File: config.mk
export PLATFORM = sky130hd
export DESIGN_NAME = sbox_switch
export DESIGN_NICKNAME = d
export VERILOG_FILES = /design/src/rtl/sbox_pkg.sv /design/src/rtl/sbox_rst_sync.sv /design/src/rtl/sbox_cfg_store.sv /design/src/rtl/sbox_link_mux.sv /design/src/rtl/sbox_switch.sv
export SDC_FILE = /design/constraint.sdc
export NUM_CORES = 1
export LEC_CHECK = 0
export BUFFER_PORTS_ARGS = -buffer_cell sky130_fd_sc_hd__buf_2
export CORE_ASPECT_RATIO = 1.5
export CORE_MARGIN = 5
export CORE_UTILIZATION = 50
export DETAILED_ROUTE_END_ITERATION = 8
export GPL_TIMING_DRIVEN = 0
export PLACE_DENSITY = 0.72
export SLEW_MARGIN = 30
export SYNTH_ARGS = -nofsm -noshare
export SYNTH_HDL_FRONTEND = slang
export SYNTH_SLANG_ARGS = --single-unit
File: constraint.sdc
create_clock -name clk -period 4.3 [get_ports clk]
set_input_delay 0.215 -clock clk [delete_from_list [all_inputs] [get_ports clk]]
set_output_delay 0.215 -clock clk [all_outputs]
set_load 0.005 [all_outputs]
File: src/rtl/sbox_pkg.sv
package sbox_pkg;

  localparam int NUM_SIDES = 4;
  localparam int NUM_SRC   = 3;

  typedef enum logic [1:0] {
    SIDE_N = 2'd0,
    SIDE_E = 2'd1,
    SIDE_S = 2'd2,
    SIDE_W = 2'd3
  } side_e;

  // Source side feeding link-enable bit k of an outbound track on side s.
  function automatic int src_side(input int s, input int k);
    return (s + k + 1) % NUM_SIDES;
  endfunction

endpackage

File: src/rtl/sbox_rst_sync.sv
module sbox_rst_sync #(
  parameter int STAGES = 2
) (
  input  logic clk,
  input  logic rst_n,
  output logic rst_sync_n
);

  logic [STAGES-1:0] sync_q;
  logic [STAGES-1:0] sync_d;

  always_comb begin
    sync_d = {sync_q[STAGES-2:0], 1'b1};
  end

  always_ff @(posedge clk or negedge rst_n) begin
    if (!rst_n) begin
      sync_q <= '0;
    end else begin
      sync_q <= sync_d;
    end
  end

  assign rst_sync_n = sync_q[STAGES-1];

endmodule

File: src/rtl/sbox_cfg_store.sv
module sbox_cfg_store
  import sbox_pkg::*;
#(
  parameter int W      = 4,
  parameter int ADDR_W = 4
) (
  input  logic                           clk,
  input  logic                           rst_n,
  input  logic                           we,
  input  logic [ADDR_W-1:0]              addr,
  input  logic [NUM_SRC-1:0]             wdata,
  output logic [NUM_SIDES*W-1:0][NUM_SRC-1:0] cfg_q,
  output logic                           conflict
);

  localparam int NUM_ENT = NUM_SIDES * W;

  logic                               addr_ok;
  logic                               cfg_en;
  logic [NUM_ENT-1:0][NUM_SRC-1:0]    cfg_d;

  assign addr_ok = ({1'b0, addr} < (ADDR_W+1)'(NUM_ENT));
  assign cfg_en  = we & addr_ok;

  always_comb begin
    cfg_d = cfg_q;
    for (int e = 0; e < NUM_ENT; e++) begin
      if (addr == ADDR_W'(e)) begin
        cfg_d[e] = wdata;
      end
    end
  end

  always_ff @(posedge clk or negedge rst_n) begin
    if (!rst_n) begin
      cfg_q <= '0;
    end else if (cfg_en) begin
      cfg_q <= cfg_d;
    end
  end

  // Any outbound track with two or more enabled links.
  always_comb begin
    conflict = 1'b0;
    for (int e = 0; e < NUM_ENT; e++) begin
      conflict = conflict |
                 (cfg_q[e][0] & cfg_q[e][1]) |
                 (cfg_q[e][0] & cfg_q[e][2]) |
                 (cfg_q[e][1] & cfg_q[e][2]);
    end
  end

  // cells stay put without a write strobe
  p_hold_r8: assert property (@(posedge clk) disable iff (!rst_n)
    !we |=> $stable(cfg_q));

  // reset holds every cell at zero
  p_reset_clear_r1: assert property (@(posedge clk)
    !rst_n |-> (cfg_q == '0));

endmodule

File: src/rtl/sbox_link_mux.sv
module sbox_link_mux
  import sbox_pkg::*;
(
  input  logic [NUM_SRC-1:0] sel,
  input  logic [NUM_SRC-1:0] src,
  output logic               y
);

  assign y = |(sel & src);

endmodule

File: src/rtl/sbox_switch.sv
module sbox_switch
  import sbox_pkg::*;
#(
  parameter int W      = 4,
  parameter int TRK_W  = (W > 1) ? $clog2(W) : 1,
  parameter int ADDR_W = 2 + TRK_W
) (
  input  logic              clk,
  input  logic              rst_n,
  input  logic              cfg_we,
  input  logic [ADDR_W-1:0] cfg_addr,
  input  logic [2:0]        cfg_data,
  input  logic [W-1:0]      in_n,
  input  logic [W-1:0]      in_e,
  input  logic [W-1:0]      in_s,
  input  logic [W-1:0]      in_w,
  output logic [W-1:0]      out_n,
  output logic [W-1:0]      out_e,
  output logic [W-1:0]      out_s,
  output logic [W-1:0]      out_w,
  output logic              cfg_conflict
);

  localparam int NUM_ENT = NUM_SIDES * W;

  logic                            rst_sync_n;
  logic [NUM_ENT-1:0][NUM_SRC-1:0] cfg_q;
  logic [NUM_SIDES-1:0][W-1:0]     side_in;
  logic [NUM_SIDES-1:0][W-1:0]     side_out;
  logic                            link_y [NUM_ENT];

  sbox_rst_sync #(.STAGES(2)) u_rst_sync (
    .clk        (clk),
    .rst_n      (rst_n),
    .rst_sync_n (rst_sync_n)
  );

  sbox_cfg_store #(.W(W), .ADDR_W(ADDR_W)) u_cfg (
    .clk      (clk),
    .rst_n    (rst_sync_n),
    .we       (cfg_we),
    .addr     (cfg_addr),
    .wdata    (cfg_data),
    .cfg_q    (cfg_q),
    .conflict (cfg_conflict)
  );

  assign side_in[SIDE_N] = in_n;
  assign side_in[SIDE_E] = in_e;
  assign side_in[SIDE_S] = in_s;
  assign side_in[SIDE_W] = in_w;

  // Entry index = track*4 + side, matching the write address layout.
  for (genvar s = 0; s < NUM_SIDES; s++) begin : g_side
    for (genvar t = 0; t < W; t++) begin : g_trk
      sbox_link_mux u_mux (
        .sel (cfg_q[t*NUM_SIDES + s]),
        .src ({side_in[src_side(s, 2)][t],
               side_in[src_side(s, 1)][t],
               side_in[src_side(s, 0)][t]}),
        .y   (link_y[t*NUM_SIDES + s])
      );
    end
  end

  always_comb begin
    for (int s = 0; s < NUM_SIDES; s++) begin
      for (int t = 0; t < W; t++) begin
        side_out[s][t] = link_y[t*NUM_SIDES + s];
      end
    end
  end

  assign out_n = side_out[SIDE_N];
  assign out_e = side_out[SIDE_E];
  assign out_s = side_out[SIDE_S];
  assign out_w = side_out[SIDE_W];

  // an accepted write lands in the addressed cells at the next edge
  p_write_r2: assert property (@(posedge clk) disable iff (!rst_sync_n)
    (cfg_we && ({1'b0, cfg_addr} < (ADDR_W+1)'(NUM_ENT)))
      |=> (cfg_q[$past(cfg_addr)] == $past(cfg_data)));

  // with no link enabled nothing reaches the outputs
  p_idle_low_r1: assert property (@(posedge clk) disable iff (!rst_sync_n)
    (cfg_q == '0) |-> ({out_w, out_s, out_e, out_n} == '0));

  // fewer than two enabled links in total cannot be a conflict
  p_no_false_conflict_r7: assert property (@(posedge clk) disable iff (!rst_sync_n)
    ($countones(cfg_q) < 2) |-> !cfg_conflict);

endmodule

==> results.py <==
metrics = {
    "logic_synthesis": {
        "yosys.area_share.simple": 0.0770,
        "synth_top_family_by_area": "multiplexers",
        "synth_nets": 236,
        "yosysSeqAreaShare": 0.500,
        "synthMuxAreaShare": 0.216,
        "synth-compound-area-share": 0.123,
        "netlist_area_um2": 2500,
        "synth_xor_area_frac": 0,
        "syn-instance-count": 210,
        "synth-seq-cells": 50,
        "synth.distinct_cells": 26,
        "ys_warn_count": 0,
        "synthAdderAreaFrac": 0,
        "postSynthAreaPerCell_um2": 11.9,
    },
    "critical_path": {
        "cp_num_buf_inv": 1,
        "worstPathRequired_ns": 4.09,
        "r2r_cells": 1,
        "endpoint_kind": "output pin",
        "path_max_fanout": 4,
        "critPathArrivalTime_ns": 1.75,
        "crit_cells": 5,
        "r2r-start": "u_cfg.cfg_q[1]",
        "max_stage_delay_ns": 0.43,
        "crit_start": "u_cfg.cfg_q[22]",
        "rrSetupSlack_ns": 3.48,
        "crit_type": "reg -> out",
        "crit_end": "cfg_conflict",
        "r2r_end": "u_cfg.cfg_q[1]",
        "cpLargestDelayFamily": "simple AND/OR/NAND/NOR gates",
        "path_cells": "o21ai_0, nand4_1, nor4_1, nand4_1, buf_2",
        "startpoint_type": "flop",
        "worst_path_max_delay_cell": "dfrtp_1",
        "cp_common_cell": "nand4_1",
    },
    "die": {
        "io_pins": 43,
        "die_y_um": 96.7,
        "start_util": 0.516,
        "rows": 31,
        "dieArea_um2": 6550,
        "die_w_um": 67.8,
        "core_area_um2": 4850,
    },
    "layout": {
        "mostFrequentLayoutCells": "dfrtp_1 (49), mux2_2 (48), buf_2 (41)",
        "nNetsFinal": 284,
        "fillers": 429,
        "final_common_cell": "dfrtp_1",
        "n_antenna_cell": 0,
        "utilization": 0.600,
        "syn_to_final_growth_pct": 16.2,
        "drive_gt1_frac": 0.452,
        "fin_cells": 325,
    },
    "sta": {
        "final_max_slew_viol_count": 0,
        "skew_ns": 0.00677,
        "maxSlewHeadroom": 0.580,
        "finalCriticalPeriod_ns": 1.96,
        "holdWs_ns": 0.243,
        "rsz0062_at_grt": "no",
        "setup_viol": 0,
        "fmax_mhz": 509,
        "worst_pin_slew_ns": 0.629,
        "fin_crit_sh": 0.457,
        "fin_tns_setup_ns": 0,
        "hold_violations": 0,
    },
    "placed_design": {
        "gp_congestion": 0.872,
        "portBuffers": 40,
        "place_inst": 316,
        "dpl.hpwl_mm": 4.41,
    },
    "clocking": {
        "root_buffer": "clkbuf_8",
        "cts_tree": "yes",
        "cts_buffers": 5,
        "clockBufferDepth": 2,
        "htree_levels": 2,
        "cts.sink_count": 50,
        "clkSlewWorstSetupHoldPaths_ns": 0.09,
        "clock_latency_ns": 0.30,
    },
    "power_and_ir_drop": {
        "vdd_drop_max_v": 0.000313,
        "total_power_w": 0.00136,
        "powerDensity_nw_per_um2": 468,
        "power.leakage_nw": 1.35,
    },
    "grt": {
        "grt_max_degree": 49,
        "grt_usage": 0.189,
        "grt_pass1_wl_mm": 9.43,
        "grt_pass1_vias": 1938,
        "antenna_found_initial": 0,
        "grt-ovfl-total": 0,
    },
    "detailed_routing": {
        "drt_iter0_markers": 160,
        "drc": 0,
        "vias": 1886,
        "ant_nets": 0,
        "wl_mm": 5.86,
        "wire_per_inst_um": 18.0,
        "vias_per_cell": 5.80,
        "dr.pass1.iters": 4,
    },
    "hold_path": {
        "hp-class": "in -> async",
    },
    "run_status": {
        "status": "finished, final reports clean",
    },
    "run": {
        "max_cap_violations": 0,
    },
}
## report_power, final
part	internal, W	total [W]	switching (W)
combinational	0.000218	0.000353	0.000136
sequential	0.000576	0.000684	0.000108
clock	0.000174	0.000324	0.000150
## layer usage
metal,GRT usage,wire length (um),share of wire,vias to the layer above
met4,0.0827,189,0.032,0
met3,0.0313,284,0.048,15
met1,0.239,2390,0.41,939
met5,0,0,0,-
li1,-,-,-,865
met2,0.311,3000,0.51,67
## cells in the mapped netlist
master | instances | area share
o21ai_0 | 16 | 0.032
nand3_1 | 2 | 0.0040
mux2_2 | 48 | 0.22
inv_1 | 16 | 0.024
nand2_1 | 5 | 0.0075
nor4_2 | 1 | 0.0050
a222oi_1 | 16 | 0.064
a22o_1 | 3 | 0.010
a22oi_1 | 2 | 0.0060
nor3_1 | 4 | 0.0080
buf_6 | 1 | 0.0045
nor3_2 | 1 | 0.0040
nand4_1 | 6 | 0.015
and3_1 | 1 | 0.0025
dfrtp_1 | 50 | 0.50
conb_1 | 1 | 0.0015
a221oi_1 | 3 | 0.010
nand2b_4 | 1 | 0.0055
nor2_1 | 7 | 0.010
buf_2 | 1 | 0.0020
nor2b_1 | 1 | 0.0025
nand2b_1 | 2 | 0.0050
clkbuf_1 | 3 | 0.0045
or3_1 | 1 | 0.0025
nor4_1 | 2 | 0.0050
buf_4 | 16 | 0.048
## per-stage QoR
step	area, um2	worst slack, ns
after floorplan	2500	2.81
after global placement	2790	2.28
after detailed placement	2790	2.68
after CTS	2910	2.33
after global routing	2910	2.21
final	2910	2.34
## final cells by class
cell class                 count  area (um2)  share of cell area
sequential                    50        1250               0.431
multi-input combinational    123        1040               0.359
timing repair buffer          41         210              0.0722
buffer                        21         148              0.0507
tap                           66        82.6              0.0284
clock buffer                   6        72.6              0.0249
inverter                      16        60.1              0.0206
clock inverter                 2        37.5              0.0129
## registers in the layout, indices dropped and copies added, names as in the netlist
name / flops
u_rst_sync.sync_q: 2
u_cfg.cfg_q: 48
## kinds of logic (layout without fill, tap and decap cells)
| family | count (synthesis) | after routing |
|---|---|---|
| and+or+nand+nor | 34 | 34 |
| other | 1 | 1 |
| AOI/OAI and AO/OA | 40 | 40 |
| muxes | 48 | 48 |
| buffers and inverters | 37 | 86 |
| DFF | 50 | 50 |
## what timing repair did
action	4_1_cts	5_1_grt
hold buffers	1	0
gates resized for setup	0	0
hold endpoints to repair	2	0
buffers inserted	0	0
## worst min-delay path by stage
stage / cells past startpoint / slack [ns] / start / endpoint
6_report: 2 / 0.24 / rst_n / u_rst_sync.sync_q[1]
2_1_floorplan: 0 / -0.08 / rst_n / u_rst_sync.sync_q[0]
3_5_place_dp: 1 / 0.001 / rst_n / u_rst_sync.sync_q[0]
5_1_grt: 2 / 0.25 / rst_n / u_rst_sync.sync_q[1]
3_3_place_gp: 1 / -0.0009 / rst_n / u_rst_sync.sync_q[0]
4_1_cts: 2 / 0.21 / rst_n / u_rst_sync.sync_q[1]
Note: power is estimated with default switching activity, not from simulation.
